--- src/rtl/dtmr_pkg.sv ---
package dtmr_pkg;
  parameter int unsigned CNT_W = 29;

  // Strobes sent from register control to the counting datapath
  typedef struct packed {
    logic             load;     // start or restart the countdown
    logic             halt;     // stop counting
    logic             irqClr;   // request to drop the pending interrupt
    logic [CNT_W-1:0] startVal; // value loaded on a start
  } tmrStrobe_t;
endpackage

--- src/rtl/dtmr_regs.sv ---
module dtmr_regs
  import dtmr_pkg::*;
#(
  parameter int unsigned ADDR_W   = 4,
  parameter int unsigned DATA_W   = 32,
  parameter int unsigned EN_BIT   = 31,
  parameter int unsigned PER_BIT  = 30,
  parameter int unsigned CLR_BIT  = 30,
  parameter int unsigned LOAD_OFF = 0,
  parameter int unsigned CTRL_OFF = 4
) (
  input  logic              clk,
  input  logic              rstN,
  input  logic              wrEn,
  input  logic [ADDR_W-1:0] addr,
  input  logic [DATA_W-1:0] wrData,
  input  logic              irqPending,
  output tmrStrobe_t        strb,
  output logic              cfgPeriodic,
  output logic [CNT_W-1:0]  cfgCount,
  output logic [DATA_W-1:0] rdData
);
  localparam logic [ADDR_W-1:0] LOAD_A = ADDR_W'(LOAD_OFF);
  localparam logic [ADDR_W-1:0] CTRL_A = ADDR_W'(CTRL_OFF);

  logic loadHit;
  logic ctrlHit;
  logic cfgEnable;

  assign loadHit = wrEn && (addr == LOAD_A);
  assign ctrlHit = wrEn && (addr == CTRL_A);

  always_comb begin
    strb          = '0;
    strb.load     = loadHit && wrData[EN_BIT];
    strb.halt     = loadHit && !wrData[EN_BIT];
    strb.irqClr   = ctrlHit && wrData[CLR_BIT];
    strb.startVal = wrData[CNT_W-1:0];
  end

  always_ff @(posedge clk) begin
    if (!rstN) begin
      cfgEnable   <= 1'b0;
      cfgPeriodic <= 1'b0;
      cfgCount    <= '0;
    end else if (loadHit) begin
      cfgEnable   <= wrData[EN_BIT];
      cfgPeriodic <= wrData[PER_BIT];
      cfgCount    <= wrData[CNT_W-1:0];
    end
  end

  always_comb begin
    rdData = '0;
    if (addr == LOAD_A) begin
      rdData[EN_BIT]      = cfgEnable;
      rdData[PER_BIT]     = cfgPeriodic;
      rdData[CNT_W-1:0]   = cfgCount;
    end else if (addr == CTRL_A) begin
      rdData[CLR_BIT]     = irqPending;
    end
  end
endmodule

--- src/rtl/dtmr_core.sv ---
module dtmr_core
  import dtmr_pkg::*;
(
  input  logic             clk,
  input  logic             rstN,
  input  tmrStrobe_t       strb,
  input  logic             cfgPeriodic,
  input  logic [CNT_W-1:0] cfgCount,
  output logic             irqPending,
  output logic             expireEv,
  output logic             runActive
);
  logic [CNT_W-1:0] countQ;
  logic             atZero;

  assign atZero   = (countQ == '0);
  // A register write on the same edge takes priority over an expiry
  assign expireEv = runActive && atZero && !strb.load && !strb.halt;

  always_ff @(posedge clk) begin
    if (!rstN) begin
      countQ    <= '0;
      runActive <= 1'b0;
    end else if (strb.load) begin
      countQ    <= strb.startVal;
      runActive <= 1'b1;
    end else if (strb.halt) begin
      runActive <= 1'b0;
    end else if (runActive) begin
      if (atZero) begin
        if (cfgPeriodic) countQ <= cfgCount;
        else             runActive <= 1'b0;
      end else begin
        countQ <= countQ - 1'b1;
      end
    end
  end

  always_ff @(posedge clk) begin
    if (!rstN)            irqPending <= 1'b0;
    else if (expireEv)    irqPending <= 1'b1;
    else if (strb.irqClr) irqPending <= 1'b0;
  end
endmodule

--- src/rtl/cnt_down_timer.sv ---
module cnt_down_timer
  import dtmr_pkg::*;
#(
  parameter int unsigned ADDR_W = 4,
  parameter int unsigned DATA_W = 32
) (
  input  logic              clk,
  input  logic              rstN,
  input  logic              wrEn,
  input  logic [ADDR_W-1:0] addr,
  input  logic [DATA_W-1:0] wrData,
  output logic [DATA_W-1:0] rdData,
  output logic              irq
);
  localparam int unsigned EN_BIT  = DATA_W - 1;
  localparam int unsigned PER_BIT = DATA_W - 2;

  tmrStrobe_t       strb;
  logic             cfgPeriodic;
  logic [CNT_W-1:0] cfgCount;
  logic             expireEv;
  logic             runActive;

  dtmr_regs #(
    .ADDR_W(ADDR_W), .DATA_W(DATA_W), .EN_BIT(EN_BIT), .PER_BIT(PER_BIT),
    .CLR_BIT(PER_BIT), .LOAD_OFF(0), .CTRL_OFF(4)
  ) u_regs (
    .clk(clk), .rstN(rstN), .wrEn(wrEn), .addr(addr), .wrData(wrData),
    .irqPending(irq), .strb(strb), .cfgPeriodic(cfgPeriodic),
    .cfgCount(cfgCount), .rdData(rdData)
  );

  dtmr_core u_core (
    .clk(clk), .rstN(rstN), .strb(strb), .cfgPeriodic(cfgPeriodic),
    .cfgCount(cfgCount), .irqPending(irq), .expireEv(expireEv),
    .runActive(runActive)
  );
endmodule

--- config.mk ---
export PLATFORM = sky130hd
export DESIGN_NAME = cnt_down_timer
export DESIGN_NICKNAME = d
export VERILOG_FILES = /design/src/rtl/dtmr_pkg.sv /design/src/rtl/dtmr_regs.sv /design/src/rtl/dtmr_core.sv /design/src/rtl/cnt_down_timer.sv
export SDC_FILE = /design/constraint.sdc
export NUM_CORES = 1
export LEC_CHECK = 0
export ABC_AREA = 0
export BUFFER_PORTS_ARGS = -buffer_cell sky130_fd_sc_hd__buf_4
export CORE_MARGIN = 4
export CORE_UTILIZATION = 35
export DETAILED_ROUTE_END_ITERATION = 6
export GPL_TIMING_DRIVEN = 0
export PLACE_DENSITY = 0.58
export SLEW_MARGIN = 40
export SYNTH_ARGS = -nofsm -noshare
export SYNTH_HDL_FRONTEND = slang
export SYNTH_SLANG_ARGS = --single-unit
--- constraint.sdc ---
create_clock -name clk -period 4.45 [get_ports clk]
set_input_delay 0.2225 -clock clk [delete_from_list [all_inputs] [get_ports clk]]
set_output_delay 0.2225 -clock clk [all_outputs]
set_load 0.02 [all_outputs]
==> out/qor.txt <==
=================================================================================================
Post-CTS setup-driven buffer insertion count                                                    0
Top routing layer in use                                                                     met4
Clock insertion delay at the later pin of the skew report                                 0.34 ns
Primary flip-flop cell chosen by synthesis mapping                                   sky130_fd_sc_hd__dfxtp_1
Maximum level of the CTS H-tree                                                                 3
Met1 wire length                                                                          5.76 mm
Max Clk Rate                                                                              314 MHz
Reg2reg end                                                                          u_core.countQ[19]
Multi-input gate area                                                                  2110 sq um
Worst hold slack                                                                         0.116 ns
Number of setup violations in the final report                                                  0
Crit. End Element                                                                        register
Average footprint of a synthesized cell                                                7.40 sq um
Maximum number of pins on one net before global-route repair                                   11
Floorplan die width                                                                        108 um
Run status                                                                              completed
Sequential cell area                                                                   1240 sq um
Fill cell instance count of the final layout                                                1,065
Clk_skew                                                                               0.00771 ns
Most common library cell in the layout ignoring fill and taps                        sky130_fd_sc_hd__nand2_1
Diodes inserted                                                                                 0
Overall track demand over capacity in global routing                                        0.223
Final Routed Wirelength                                                                   13.0 mm
Number of remaining DRC errors                                                                  0
Number of nets at the end of the flow                                                         596
Number of distinct library cell variants in the gate-level netlist after synthesis             52
Overall die area                                                                     11,700 sq um
DR vias                                                                                     3,904
Transition time of the tightest slew-check pin                                           0.760 ns
Max-slew violation total from the final report                                                  0
Number of flops mapped to enable cells by yosys                                                 0
Standard cell core area                                                                9770 sq um
Max clock buf depth                                                                             2
Reg clk slew, reported paths                                                              0.07 ns
Worst hold-check path type                                                                 in2reg
Via count of the first global-routing pass                                                  3,681
Total negative slack for setup checks                                                        0 ns
GRT Residual Overflow                                                                           0
Arrival @ worst endpoint                                                                  3.46 ns
Number of routed nets with antenna violations                                                   0
Chip Height                                                                                108 um
Number of max-capacitance violations reported                                                   0
Syn Std Cell Area                                                                      3520 sq um
Met2 wirelength from detailed routing                                                     6.10 mm
Largest incremental delay on the critical path                                            0.48 ns
Count of warnings emitted by yosys                                                              0
Required @ worst endpoint                                                                 4.72 ns
Proportion of synthesized chip area in sequential cells                                     0.352
Fraction of final layout cells with drive strength greater than 1                           0.184
I/O pins                                                                                       72
Post-DR vias/cell                                                                            5.63
Crit path launch type                                                                    register
Number of clock sinks                                                                          62
Buffers on Ports                                                                               69
Reg2reg setup slack                                                                       1.26 ns
Remaining max-slew budget at the tightest pin                                               0.492
Cell Chain, Critical Path                                                            inv_1 -> ha_1 -> nor4b_1 -> nand4_1 -> or3_1 -> clkbuf_1 -> o21ai_2 -> buf_2 -> o21ai_0 -> a31oi_1
Setup repair after global routing missed its margin                                            no
Post-synth net total                                                                          516
Static power due to leakage                                                               1.69 nW
CTS-repair resized insts                                                                        0
Hold Violations, Final                                                                          0
Area added between synthesis and finish                                                     24.6%
Wire length of the first global-routing pass                                              19.9 mm
Crit Path Class                                                                           reg2reg
Root cell of the clock tree                                                          sky130_fd_sc_hd__clkbuf_8
Number of cells traversed by the worst register-to-register path                               10
Initial antenna violation count                                                                 0
Number of register bits inferred by synthesis                                                  62
Source of the critical timing path                                                   u_core.countQ[0]
Startpoint of the worst-slack reg-to-reg timing path                                 u_core.countQ[0]
Std cell rows                                                                                  36
RePlAce Congestion                                                                          0.905
Pwr per Cell Area                                                                     295 nW/um^2
Commonest non-fill, non-tap cells in the layout                                      88 x sky130_fd_sc_hd__nand2_1, 70 x sky130_fd_sc_hd__buf_4, 62 x sky130_fd_sc_hd__dfxtp_1, 57 x sky130_fd_sc_hd__a21oi_1
Critical path capture point                                                          u_core.countQ[19]
Maximum fanout along the worst path                                                            10
Met3 layer wire length in the routed design                                                821 um
Initial Utilization                                                                         0.360
Period minus WS final                                                                     3.19 ns
Slowest-stage cell, CP                                                               sky130_fd_sc_hd__nor4b_1
Gate Count Post-Synth                                                                         476
Final HPWL DP                                                                             9.47 mm
Final routed wire length divided by cell count                                            18.8 um
Peak supply drop                                                                         0.123 mV
Part of the cycle the worst path needs                                                      0.716
First-pass iteration count of the detailed router                                               5
Clock tree from TritonCTS                                                                    done
DRC marker count from the first detailed-route iteration                                      255
TritonCTS Buffers                                                                               9
CTS Hold Bufs                                                                                   0
Ys async rst share                                                                              0
=================================================================================================
## synth_stat cells (all sizes together) (5+ instances only)
cell     n  area [sq um]
xor2     8          70.1
nor4    14           106
a31oi    9          56.3
nand2   88           330
or3      7          43.8
clkbuf  27           101
a211oi   5          37.5
buf      9          63.8
nor2    22          82.6
a21oi   57           285
o21ai   23           119
o211ai  11          87.6
nand3   24           120
nor3    17          90.1
xnor2    7          61.3
or4      5          48.8
nand4    8          50.1
and3     6          37.5
dfxtp   62          1240
and2    32           200
## worst min-delay path by stage
stage	start	endpoint	slack, ns	depth (start not counted)
detailed placement	wrData[20]	u_core.countQ[20]	0.46	3
global placement	u_regs.cfgCount[11]	u_regs.cfgCount[11]	0.46	2
floorplan	wrData[20]	u_core.countQ[20]	0.35	2
global route	wrData[30]	u_regs.cfgPeriodic	0.13	3
CTS	wrData[20]	u_core.countQ[20]	0.1	3
finish	wrData[20]	u_core.countQ[20]	0.12	3
## registers in the layout, summed over array words and instances, names as in the netlist
signal and count:
u_regs.cfgPeriodic 1, u_core.countQ 29, u_core.runActive 1, u_regs.cfgEnable 1, u_core.irqPending 1, u_regs.cfgCount 29
## power by group
| part | switching [mW] | internal (mW) | leakage (nW) |
|---|---|---|---|
| combinational | 0.155 | 0.0986 | 1.10 |
| sequential | 0.00826 | 0.562 | 0.500 |
| clock | 0.222 | 0.250 | 0.0910 |
## through the flow
| stage | power [mW] | cell area (sq um) | util | setup WS (ns) | instances |
|---|---|---|---|---|---|
| after CTS | 1.30 | 4390 | 0.449 | 1.31 | 694 |
| after global placement | 0.831 | 4210 | 0.430 | 1.35 | 678 |
| after detailed placement | 0.832 | 4210 | 0.431 | 1.34 | 678 |
| after floorplan | 0.742 | 3520 | - | 1.88 | 476 |
| final | 1.30 | 4390 | 0.449 | 1.26 | 694 |
| after global routing | 1.35 | 4390 | 0.449 | 1.09 | 694 |
## worst max-delay path: cells and delay by family (launching register included)
family	cells	cell delay (ns)
buffers and inverters	3	0.66
AO/OA/AOI/OAI	3	0.76
adder cells (fa/ha/maj)	1	0.22
flip-flops	1	0.36
AND/OR/NAND/NOR	3	1.10
## kinds of logic (layout without fill, tap and decap cells)
group / count (synthesis) / count (layout) / share of synthesized area
and+or+nand+nor: 229 / 229 / 0.330
AOI/OAI and AO/OA: 124 / 124 / 0.213
DFF: 62 / 62 / 0.352
buffers and inverters: 40 / 125 / 0.0511
xor gates and xnor gates: 15 / 15 / 0.0373
muxes: 4 / 4 / 0.0114
adders and majority gates: 1 / 1 / 0.00355
other: 1 / 1 / 0.00106
## layout make-up
type,count,area share
flip-flops and latches,62,0.283
multi-input cells,374,0.479
clock buffers,16,0.0410
repair buffers,69,0.118
inverters,4,0.00342
well taps,133,0.0379
plain buffers,36,0.0376
## metal layers
metal  vias up  global-route usage
li1       1863                   -
met2       148               0.367
met1      1866               0.292
met5         -                   0
met4         0              0.0848
met3        27              0.0400
Power figures use the tool's default switching activity.
